## src/rtl/swl_pkg.sv

```systemverilog
package swl_pkg;
    typedef enum logic [1:0] {
        ST_HOLD    = 2'd0,
        ST_SWALLOW = 2'd1,
        ST_FILL    = 2'd2
    } swl_state_e;
endpackage

```

## src/rtl/swl_cnt.sv

```systemverilog
module swl_cnt #(
    parameter int W = 8
) (
    input  logic         clk,
    input  logic         rst_n,
    input  logic         clr,
    input  logic         inc,
    output logic [W-1:0] q
);
    localparam logic [W-1:0] ONE = {{(W-1){1'b0}}, 1'b1};

    always_ff @(posedge clk or negedge rst_n) begin
        if (!rst_n) begin
            q <= '0;
        end else if (clr) begin
            q <= '0;
        end else if (inc) begin
            q <= q + ONE;
        end
    end
endmodule

```

## src/rtl/swl_cfg.sv

```systemverilog
module swl_cfg #(
    parameter int A_W   = 7,
    parameter int M_W   = 10,
    parameter int M_MIN = 8
) (
    input  logic           clk,
    input  logic           rst_n,
    input  logic           load,
    input  logic [A_W-1:0] a_val,
    input  logic [M_W-1:0] m_val,
    output logic [A_W-1:0] a_cur,
    output logic [M_W-1:0] m_cur,
    output logic           cfg_err
);
    localparam logic [M_W-1:0] M_FLOOR = M_W'(M_MIN);

    logic bad_order;
    logic bad_floor;

    always_comb begin
        bad_order = m_val < M_W'(a_val);
        bad_floor = m_val < M_FLOOR;
    end

    always_ff @(posedge clk or negedge rst_n) begin
        if (!rst_n) begin
            a_cur   <= '0;
            m_cur   <= M_FLOOR;
            cfg_err <= 1'b0;
        end else if (load) begin
            a_cur   <= a_val;
            m_cur   <= m_val;
            cfg_err <= bad_order | bad_floor;
        end
    end
endmodule

```

## src/rtl/swl_ctrl.sv

```systemverilog
module swl_ctrl #(
    parameter int A_W   = 7,
    parameter int M_W   = 10,
    parameter int M_MIN = 8
) (
    input  logic           clk,
    input  logic           rst_n,
    input  logic           fin,
    input  logic [A_W-1:0] a_val,
    input  logic [M_W-1:0] m_val,
    input  logic           load,
    output logic           mc,
    output logic           fv_pulse,
    output logic           cfg_err
);
    import swl_pkg::*;

    localparam logic [A_W-1:0] A_ONE = {{(A_W-1){1'b0}}, 1'b1};
    localparam logic [M_W-1:0] M_ONE = {{(M_W-1){1'b0}}, 1'b1};

    swl_state_e     state_q;
    swl_state_e     state_d;
    logic [A_W-1:0] a_cur;
    logic [M_W-1:0] m_cur;
    logic [A_W-1:0] a_cnt;
    logic [M_W-1:0] m_cnt;
    logic           running;
    logic           wrap_hit;
    logic           swallow_hit;
    logic           a_clr;
    logic           a_inc;
    logic           m_clr;
    logic           m_inc;
    logic           fv_q;

    swl_cfg #(.A_W(A_W), .M_W(M_W), .M_MIN(M_MIN)) u_cfg (
        .clk     (clk),
        .rst_n   (rst_n),
        .load    (load),
        .a_val   (a_val),
        .m_val   (m_val),
        .a_cur   (a_cur),
        .m_cur   (m_cur),
        .cfg_err (cfg_err)
    );

    // Event decode: the wrap has priority over the swallow completion.
    always_comb begin
        running     = (state_q != ST_HOLD);
        wrap_hit    = fin && running && ((m_cnt + M_ONE) == m_cur);
        swallow_hit = fin && (state_q == ST_SWALLOW) && !wrap_hit
                      && ((a_cnt + A_ONE) == a_cur);
        a_clr       = load || wrap_hit;
        m_clr       = load || wrap_hit;
        a_inc       = fin && (state_q == ST_SWALLOW);
        m_inc       = fin && running;
    end

    swl_cnt #(.W(A_W)) u_a_cnt (
        .clk   (clk),
        .rst_n (rst_n),
        .clr   (a_clr),
        .inc   (a_inc),
        .q     (a_cnt)
    );

    swl_cnt #(.W(M_W)) u_m_cnt (
        .clk   (clk),
        .rst_n (rst_n),
        .clr   (m_clr),
        .inc   (m_inc),
        .q     (m_cnt)
    );

    // Transitions: arm (load), wrap (M-th pulse), swallow_done (A-th pulse).
    always_comb begin
        state_d = state_q;
        if (load) begin
            state_d = (a_val == '0) ? ST_FILL : ST_SWALLOW;
        end else begin
            unique case (state_q)
                ST_HOLD: begin
                    state_d = ST_HOLD;
                end
                ST_SWALLOW: begin
                    if (wrap_hit) begin
                        state_d = (a_cur == '0) ? ST_FILL : ST_SWALLOW;
                    end else if (swallow_hit) begin
                        state_d = ST_FILL;
                    end
                end
                ST_FILL: begin
                    if (wrap_hit) begin
                        state_d = (a_cur == '0) ? ST_FILL : ST_SWALLOW;
                    end
                end
                default: begin
                    state_d = ST_HOLD;
                end
            endcase
        end
    end

    always_ff @(posedge clk or negedge rst_n) begin
        if (!rst_n) begin
            state_q <= ST_HOLD;
            fv_q    <= 1'b0;
        end else begin
            state_q <= state_d;
            fv_q    <= wrap_hit && !load;
        end
    end

    // Output process.
    always_comb begin
        mc       = (state_q == ST_FILL);
        fv_pulse = fv_q;
    end
endmodule

```

## config.mk

```make
export PLATFORM = sky130hd
export DESIGN_NAME = swl_ctrl
export DESIGN_NICKNAME = d
export VERILOG_FILES = /design/src/rtl/swl_pkg.sv /design/src/rtl/swl_cnt.sv /design/src/rtl/swl_cfg.sv /design/src/rtl/swl_ctrl.sv
export SDC_FILE = /design/constraint.sdc
export NUM_CORES = 1
export LEC_CHECK = 0
export BUFFER_PORTS_ARGS = -buffer_cell sky130_fd_sc_hd__buf_2
export CAP_MARGIN = 20
export CORE_ASPECT_RATIO = 2
export CORE_MARGIN = 1.5
export CORE_UTILIZATION = 63
export DETAILED_ROUTE_END_ITERATION = 10
export PLACE_DENSITY = 0.92
export SYNTH_ARGS = -nofsm -noshare
export SYNTH_HDL_FRONTEND = slang
export SYNTH_SLANG_ARGS = --single-unit
```

## constraint.sdc

```tcl
create_clock -name clk -period 4.7 [get_ports clk]
set_input_delay 0 -clock clk [delete_from_list [all_inputs] [get_ports clk]]
set_output_delay 0 -clock clk [all_outputs]
set_load 0.01 [all_outputs]
```

# Yosys cells after proc, flatten, opt, wreduce, memory -nomap -nowiden
# Cells that the tools add are included.
[word_totals] reg_bits=38 output_inout_bits=3 word_cells=44
[op_classes] n_addsub=2 n_lt_le_gt_ge=2 n_eq_ne=6 muxes=11 bitwise=1 n_reduce_logical=15
[op_table] cell="two-way mux 10 bit" count=2
[op_table] cell="logical NOT 7 bit" count=2
[op_table] cell="two-way mux 7 bit" count=2
[op_table] cell="two-way mux 2 bit" count=6
[op_table] cell="adder 10 x 1 -> 10 bit (second input constant)" count=1
[op_table] cell="== test 10 bit" count=1
[op_table] cell="< comparator 10 x 4 -> 1 bit (second input constant)" count=1
[op_table] cell="< comparator 10 x 7 -> 1 bit" count=1
[op_table] cell="adder 7 x 1 -> 7 bit (second input constant)" count=1
[op_table] cell="== test 7 bit" count=1
[op_table] cell="logical AND 1 bit" count=6
[op_table] cell="nonzero test 2 bit" count=3
[op_table] cell="inequality test 4 bit (second input constant)" count=1
[op_table] cell="one-hot mux 2 bit (2 select lines)" count=1
[op_table] cell="inequality test 3 x 2 -> 1 bit (second input constant)" count=1
[op_table] cell="== test 2 x 1 -> 1 bit (second input constant)" count=1
[op_table] cell="== test 2 bit (second input constant)" count=1
[op_table] cell="logical NOT 1 bit" count=2
[op_table] cell="AND reduction 2 bit" count=1
[op_table] cell="logical OR 1 bit" count=1
[op_table] cell="bitwise OR 1 bit" count=1

# Depth between registers and ports, before layout
# Gate-level depths: netlist (run 1).
[logic_depth] ltp_word=10 depth_mapped=9

# Modules after synthesis
# A second synthesis (run 1) with hierarchy kept.
[hier_totals] cells_unflattened=239 area_unflattened_um2=2494.9
[by_module_without_submodules] mod="swl_ctrl" instances=1 cells_per_inst=99 area_each_um2=848.3
[by_module_without_submodules] mod="swl_cfg" instances=1 cells_per_inst=64 area_each_um2=843.3
[by_module_without_submodules] mod="swl_cnt at u_m_cnt" instances=1 cells_per_inst=47 area_each_um2=495.5
[by_module_without_submodules] mod="swl_cnt at u_a_cnt" instances=1 cells_per_inst=29 area_each_um2=307.8

# Least setup slack after synthesis (run 1)
# Ideal clock, no wire load.
[synth_path] path_kind="register to register" startpoint="reg u_m_cnt.q[0]" endpoint="reg state_q[1]" arrival_time_ps=2240 required_ps=4580 slack_ps=2339 stages_incl_launch_ff=7 path_buffers=0 path_cell_list="dfrtp_1 -> ha_1 -> or3_1 -> a31o_1 -> or4_4 -> or2_4 -> o211a_1"
[synth_between] elab_chain_len=8 word_cells_on_any_way=12
[synth_rtl] item="start: declaration" line="swl_cnt.sv:8" source="output logic [W-1:0] q"
[synth_rtl] item="start signal: assignment" line="swl_cnt.sv:18" source="q <= q + ONE;"
[synth_rtl] item="adder 10 x 1 -> 10 bit *" line="swl_ctrl.sv:50" source="wrap_hit = fin && running && ((m_cnt + M_ONE) == m_cur);"
[synth_rtl] item="== test 10 bit *" line="swl_ctrl.sv:50"
[synth_rtl] item="logical AND 1 bit *" line="swl_ctrl.sv:50"
[synth_rtl] item="logical NOT 1 bit" line="swl_ctrl.sv:51" source="swallow_hit = fin && (state_q == ST_SWALLOW) && !wrap_hit"
[synth_rtl] item="logical AND 1 bit" line="swl_ctrl.sv:51"
[synth_rtl] item="logical AND 1 bit" line="swl_ctrl.sv:52" source="&& ((a_cnt + A_ONE) == a_cur);"
[synth_rtl] item="inequality test 4 bit (no source line)"
[synth_rtl] item="AND reduction 2 bit (no source line)"
[synth_rtl] item="end signal: assignment" line="swl_ctrl.sv:109" source="state_q <= state_d;"
[synth_rtl] item="end: declaration" line="swl_ctrl.sv:21" source="swl_state_e state_q;"
# Every way passes the cells marked *; elsewhere a longest branch is shown, timed or not.
# A chain may end at the register's enable or synchronous reset.

# Final worst setup path (run 1)
[layout_path] startpoint="reg u_m_cnt.q[0]" endpoint="reg u_m_cnt.q[6]"
[layout_between] elab_chain_len=5 word_cells_on_any_way=7
[layout_rtl] item="adder 10 x 1 -> 10 bit *" line="swl_cnt.sv:18, swl_ctrl.sv:50"
[layout_rtl] item="== test 10 bit" line="swl_ctrl.sv:50"
[layout_rtl] item="logical AND 1 bit" line="swl_ctrl.sv:50"
[layout_rtl] item="logical OR 1 bit" line="swl_ctrl.sv:54" source="m_clr = load || wrap_hit;"
[layout_rtl] item="two-way mux 10 bit / nonzero test 2 bit (equally long branches)"
# Every way passes the cells marked *; elsewhere a longest branch is shown, timed or not. The select of a mux whose other input is x is not followed.

==> reports/metrics.yaml, run 1 <==
cp_max_fo: 17
dr.pass1.iters: 4
io_pins: 24
synthSimpleGateAreaFrac: 0.192
wl_mm: 5.79
fp.coreArea_um2: 3610
drive_gt1_frac: 0.188
clkSinkCount: 38
final_cell_mix: "dfrtp_1 (37), nor2_1 (28), xnor2_1 (25), buf_2 (23)"
regArea_um2: 952
vias_per_cell: 5.97
final_common_cell: "dfrtp_1"
multiInputGateArea_um2: 1330
synth_compound_area_frac: 0.110
cts_buffers: 5
yosysTopAreaCell: "dfrtp_1"
drtIter0Drc: 75
die_h_um: 90.1
power_frac_clock: 0.302
ys_seq_area_frac: 0.398
final.period_utilization: 0.550
pwr-share-comb: 0.265
synthAdderAreaFrac: 0.0575
grt_pass1_vias: 2142
hold_class: "in -> reg"
synth_area_leaders: "dfrtp_1 (39%), xnor2_1 (9.2%), mux2_2 (7.1%)"
antenna_found_initial: 0
antenna-diode-count: 0
cp_num_cells: 6
clk_pin_slew_ns: 0.08
p_sw_frac: 0.313
synth_area_um2: 2390
postCtsSetupRepairBufs: 0
setup_violations: 0
status: "finished, violations left"
critPathKind: "reg -> reg"
path_cells: "ha_1 -> or3_1 -> a31o_1 -> or4_4 -> o21ai_4 -> nor2_1"
cp_slowest_cell: "or4_4"
r2r_cells: 6
dp_hpwl_mm: 3.95
ir_drop_uv: 310
p_sw_w: 0.000283
maxCapViolCount: 0
required_ns: 4.86
track_usage: 0.319
cp-end-kind: "flip-flop"
rsz0062_at_grt: "no"
p_seq_frac: 0.433
synth_top_family_by_area: "simple AND/OR/NAND/NOR gates"
root_buffer: "clkbuf_8"
max_freq_mhz: 387
syn_to_final_growth_pct: 16.1
gr-total-overflow: 0
clk_latency_ns: 0.30
hold_viol_final: 1
ys_warn_count: 0
dieArea_um2: 4200
violations: "hold timing"
cp_slowest_stage_delay_ns: 0.57
synth_fp_nets: 281
cts_max_level: 2
synth_top_area_share: 0.387
yosys.area_share.xor_xnor: 0.124
critPathLaunchType: "flip-flop"
yosysUniqueCellTypes: 47
numPortBuffers: 23
drc_errors: 0
muxShareOfSynthArea: 0.0706
cp.arrival_ns: 2.75
layout_min_cycle_time_ns: 2.59
slew_headroom: 0.411
worst_pin_slew_ns: 0.883
finClkSkew_ns: 0.00628
vias: 2005
syn_inst: 249
initial_utilization: 0.663
cts.path.max_buffers: 2
p_leak_nw: 1.18
rows: 31
cts_tree: "yes"
grt_max_degree: 39
nFillCells: 258
die_x_um: 46.6
nNetsFinal: 318
routedWlPerCell_um: 17.2
finalSetupTns_ns: 0
cp_num_buf_inv: 0
internal-power_w: 0.000622
routabilityCongestion: 0.939
ant_nets: 0
hold_slack_ns: -0.0000484
pwr_density_cell_nw_per_um2: 326
finalMaxSlewViolations: 0
grt_pass1_wl_mm: 9.67
hold_depth: 3
yosys_register_bits: 38
path_delay_family: "simple AND/OR/NAND/NOR gates"
postSynthAreaPerCell_um2: 9.61
-- layer usage --
layer / GRT usage / up-vias / routed length (um)
met3: 0.0422 / 27 / 193
met1: 0.341 / 965 / 1940
li1: - / 943 / -
met2: 0.546 / 70 / 3340
met5: 0 / - / 0
met4: 0.190 / 0 / 320
-- cell families after synthesis --
group,count (synthesis)
flip-flops,38
XOR/XNOR,34
multiplexers,15
AND/OR/NAND/NOR,91
buffers and inverters,23
AO/OA/AOI/OAI,37
adder cells (fa/ha/maj),11
-- state kept, by name (all words and copies together), names as in the netlist --
register	flops
state_q	2
u_cfg.a_cur	7
u_m_cnt.q	10
u_cfg.cfg_err	1
u_cfg.m_cur	10
fv_pulse	1
u_a_cnt.q	7
-- through the flow --
step | instances | power [W] | cell area (um2) | util | setup WS, ns
final | 336 | 0.000905 | 2780 | 0.770 | 2.11
after global routing | 336 | 0.000948 | 2780 | 0.770 | 1.96
after CTS | 336 | 0.000902 | 2780 | 0.770 | 2.12
after detailed placement | 312 | 0.000614 | 2510 | 0.695 | 2.14
after global placement | 312 | 0.000605 | 2510 | 0.695 | 2.23
after floorplan | 249 | 0.000549 | 2390 | - | 2.34
-- tightest hold or removal path, delay by kind of cell --
| family | cells | cell delay (ns) |
|---|---|---|
| simple gates | 1 | 0.07 |
| buf+inv | 1 | 0.11 |
| compound gates | 1 | 0.08 |
-- power by group through the flow --
stage | logic [W] | clock network, W | registers [W]
2_1_floorplan | 0.000162 | 0 | 0.000386
5_1_grt | 0.000264 | 0.000288 | 0.000395
6_report | 0.000240 | 0.000274 | 0.000392
3_3_place_gp | 0.000211 | 0 | 0.000395
3_5_place_dp | 0.000218 | 0 | 0.000397
4_1_cts | 0.000236 | 0.000275 | 0.000391
-- cells in the mapped netlist (all sizes together) --
| cell type | number |
|---|---|
| mux2 | 15 |
| a31o | 2 |
| dfrtp | 37 |
| o2111ai | 1 |
| nand2 | 16 |
| nor3b | 2 |
| buf | 3 |
| o221ai | 1 |
| xnor2 | 25 |
| nor4 | 3 |
| or3 | 3 |
| or2 | 3 |
| clkbuf | 6 |
| o211a | 1 |
| o21a | 2 |
| ha | 11 |
| a221o | 1 |
| a211oi | 2 |
| o211ai | 2 |
| a31oi | 4 |
| dfstp | 1 |
| and4 | 1 |
| inv | 14 |
| a21oi | 3 |
| a41o | 1 |
| nor2b | 4 |
| or4 | 1 |
| nand2b | 2 |
| o31ai | 1 |
| nor3 | 10 |
| nand3 | 11 |
| nand4b | 1 |
| o21ai | 11 |
| xor2 | 9 |
| nand4 | 5 |
| nor2 | 28 |
| o21bai | 1 |
| or4b | 1 |
| a21o | 2 |
| a221oi | 1 |
| a41oi | 1 |
-- worst paths after layout --
path | from | endpoint | slack [ns]
worst max-delay path | u_m_cnt.q[0] | u_m_cnt.q[6] | 2.11
worst min register to register | u_cfg.m_cur[8] | u_cfg.m_cur[8] | 0.54
worst min-delay path | m_val[2] | u_cfg.m_cur[2] | -0.00005
max in group asynchronous | rst_n | u_cfg.a_cur[1] | 3.78
worst max register to register | u_m_cnt.q[0] | u_m_cnt.q[6] | 2.11
min in group asynchronous | rst_n | u_a_cnt.q[0] | 0.36
-- what timing repair did --
item,CTS,global route
hold endpoints to repair,52,0
gates resized for setup,0,0
hold buffers,16,0
-- cell type report --
type,count,share of cell area
timing repair buffer,39,0.0991
clock inverter,3,0.0144
multi-input combinational,188,0.478
sequential,38,0.343
inverter,14,0.0189
clock buffer,5,0.0248
tap,49,0.0221
(Power assumes the default switching activity.)
==> inputs of run 2 (changes only) <==
--- a/config.mk
+++ b/config.mk
@@ -9,9 +9,9 @@
 export CAP_MARGIN = 20
 export CORE_ASPECT_RATIO = 2
 export CORE_MARGIN = 1.5
-export CORE_UTILIZATION = 63
+export CORE_UTILIZATION = 59
 export DETAILED_ROUTE_END_ITERATION = 10
-export PLACE_DENSITY = 0.92
+export PLACE_DENSITY = 0.88
 export SYNTH_ARGS = -nofsm -noshare
 export SYNTH_HDL_FRONTEND = slang
 export SYNTH_SLANG_ARGS = --single-unit
==> constraint.sdc (replaced) <==
create_clock -name clk -period 2.6 [get_ports clk]
set_input_delay 0 -clock clk [delete_from_list [all_inputs] [get_ports clk]]
set_output_delay 0 -clock clk [all_outputs]
set_load 0.01 [all_outputs]
==> run 2 against run 1 <==
Against the previous run: the flow now finishes without violations; critical path depth unchanged; design area up 1.7%; clock-buffer cell count grew 1; via count fell by 0.20%; register-to-register slack worse by 1.9 ns; largest cell class unchanged; fmax rose by 7.0%; worst hold slack improved by 0.041 ns; first-iteration DRC count decreased by 41%; sequential power up 79%; largest power group unchanged; sequential share of layout area down 0.56 points.
==> reports/metrics.yaml, run 2 (same netlist as run 1, synthesis figures left out) <==
finalMaxSlewViolations: 0
path_cells: "ha_1 -> or3_1 -> a31o_1 -> or4_4 -> or2_4 -> o211a_1"
cts_resized: 0
internal-power_w: 0.00107
rsz0062_at_grt: "no"
power_frac_clock: 0.271
wl_mm: 5.86
clk_latency_ns: 0.29
critPathKind: "reg -> reg"
drive_gt1_frac: 0.201
die_h_um: 93.1
initial_utilization: 0.616
routabilityCongestion: 0.917
max_freq_mhz: 414
antenna-diode-count: 0
p_sw_w: 0.000515
die_x_um: 48.0
postCtsSetupRepairBufs: 0
p_sw_frac: 0.325
cp_slowest_stage_delay_ns: 0.57
dr.pass1.iters: 6
gr-total-overflow: 0
cp_max_fo: 5
power_w: 0.00159
layout_min_cycle_time_ns: 2.42
maxCapViolCount: 0
slew_headroom: 0.417
final_cell_mix: "dfrtp_1 (37), nor2_1 (28), xnor2_1 (25), buf_2 (23), dlygate4sd3_1 (18)"
track_usage: 0.303
cp_slowest_cell: "or4_4"
grt_pass1_wl_mm: 9.56
ir_drop_uv: 568
dp_hpwl_mm: 4.18
grt_pass1_vias: 2154
root_buffer: "clkbuf_8"
cts.path.max_buffers: 2
routedWlPerCell_um: 17.0
finClkSkew_ns: 0.00954
p_seq_frac: 0.443
hold_class: "in -> reg"
vias: 2001
cts_buffers: 5
clkSinkCount: 38
hold_viol_final: 0
p_leak_nw: 1.20
drc_errors: 0
io_pins: 24
cts_tree: "yes"
numPortBuffers: 23
grt_max_degree: 39
cp.arrival_ns: 2.59
clk_pin_slew_ns: 0.08
drtIter0Drc: 44
final_common_cell: "dfrtp_1"
pwr-share-comb: 0.286
status: "finished clean"
largest_registers: "u_cfg.m_cur (10), u_m_cnt.q (10)"
finalSetupTns_ns: 0
critPathLaunchType: "flip-flop"
rows: 32
nNetsFinal: 325
worst_pin_slew_ns: 0.874
cp-end-kind: "flip-flop"
cts_max_level: 2
syn_to_final_growth_pct: 18.0
pwr_density_cell_nw_per_um2: 562
ant_nets: 0
required_ns: 2.78
final.period_utilization: 0.929
vias_per_cell: 5.80
antenna_found_initial: 0
setup_violations: 0
fp.coreArea_um2: 3880
dieArea_um2: 4470
[run 2: cell types whose count changed in the layout (fill, tap and decap cells not counted), sizes merged]
cell and change:
buf +5, dlygate4sd3 +2, clkbuf +1, bufinv -1
clkinvlp +1, clkinv -1
[run 2: worst paths after layout]
| check | from | endpoint | slack (ns) | cells past startpoint |
|---|---|---|---|---|
| worst max-delay path | u_m_cnt.q[1] | state_q[1] | 0.18 | 6 |
| worst max register to register | u_m_cnt.q[1] | state_q[1] | 0.18 | 6 |
| max in group asynchronous | rst_n | u_cfg.a_cur[4] | 1.69 | 2 |
| min in group asynchronous | rst_n | fv_pulse | 0.36 | 2 |
| worst min-delay path | fin | u_a_cnt.q[1] | 0.04 | 3 |
| worst min register to register | u_cfg.m_cur[5] | u_cfg.m_cur[5] | 0.54 | 1 |
[run 2: metal layers]
layer	GRT usage	wire, um	up-vias	part of all wire
met2	0.519	3330	62	0.57
met1	0.318	2030	959	0.35
li1	-	-	953	-
met3	0.0405	128	27	0.022
met4	0.191	363	0	0.062
met5	0	0	-	0
[run 2: layout make-up]
class	instances	area [um2]
clock buffers	6	82.6
clock inverters	2	12.5
fillers	284	1060
inverters	14	52.6
multi-input cells	188	1330
flip-flops and latches	38	952
well taps	51	63.8
repair buffers	46	333
[run 2: what timing repair did]
action,CTS,global route
setup endpoints to repair,0,0
hold buffers,18,0
endpoints found under the hold margin,54,0
[run 2: power groups by stage]
stage / clock network (W) / logic [W] / registers (W)
final: 0.000430 / 0.000453 / 0.000703
after floorplan: 0 / 0.000293 / 0.000698
after detailed placement: 0 / 0.000421 / 0.000713
after global placement: 0 / 0.000404 / 0.000710
after global routing: 0.000455 / 0.000497 / 0.000708
after CTS: 0.000429 / 0.000449 / 0.000702
[run 2: worst max-delay path, delay by kind of cell (launching register included)]
| kind | cells | cell delay [ns] |
|---|---|---|
| AND/OR/NAND/NOR | 3 | 1.21 |
| flip-flops | 1 | 0.42 |
| AO/OA/AOI/OAI | 2 | 0.43 |
| adder cells (fa/ha/maj) | 1 | 0.25 |
[run 2: per-stage QoR]
stage                      util  instances  hold WS [ns]  instance area (um2)  setup slack [ns]
final                     0.727        345        0.0411                 2820             0.183
after global routing      0.727        345        0.0474                 2820            0.0841
after CTS                 0.727        345        0.0389                 2820             0.189
after detailed placement  0.656        319         0.146                 2550             0.208
after global placement    0.656        319         0.135                 2550             0.257
after floorplan               -        249        -0.296                 2390             0.239
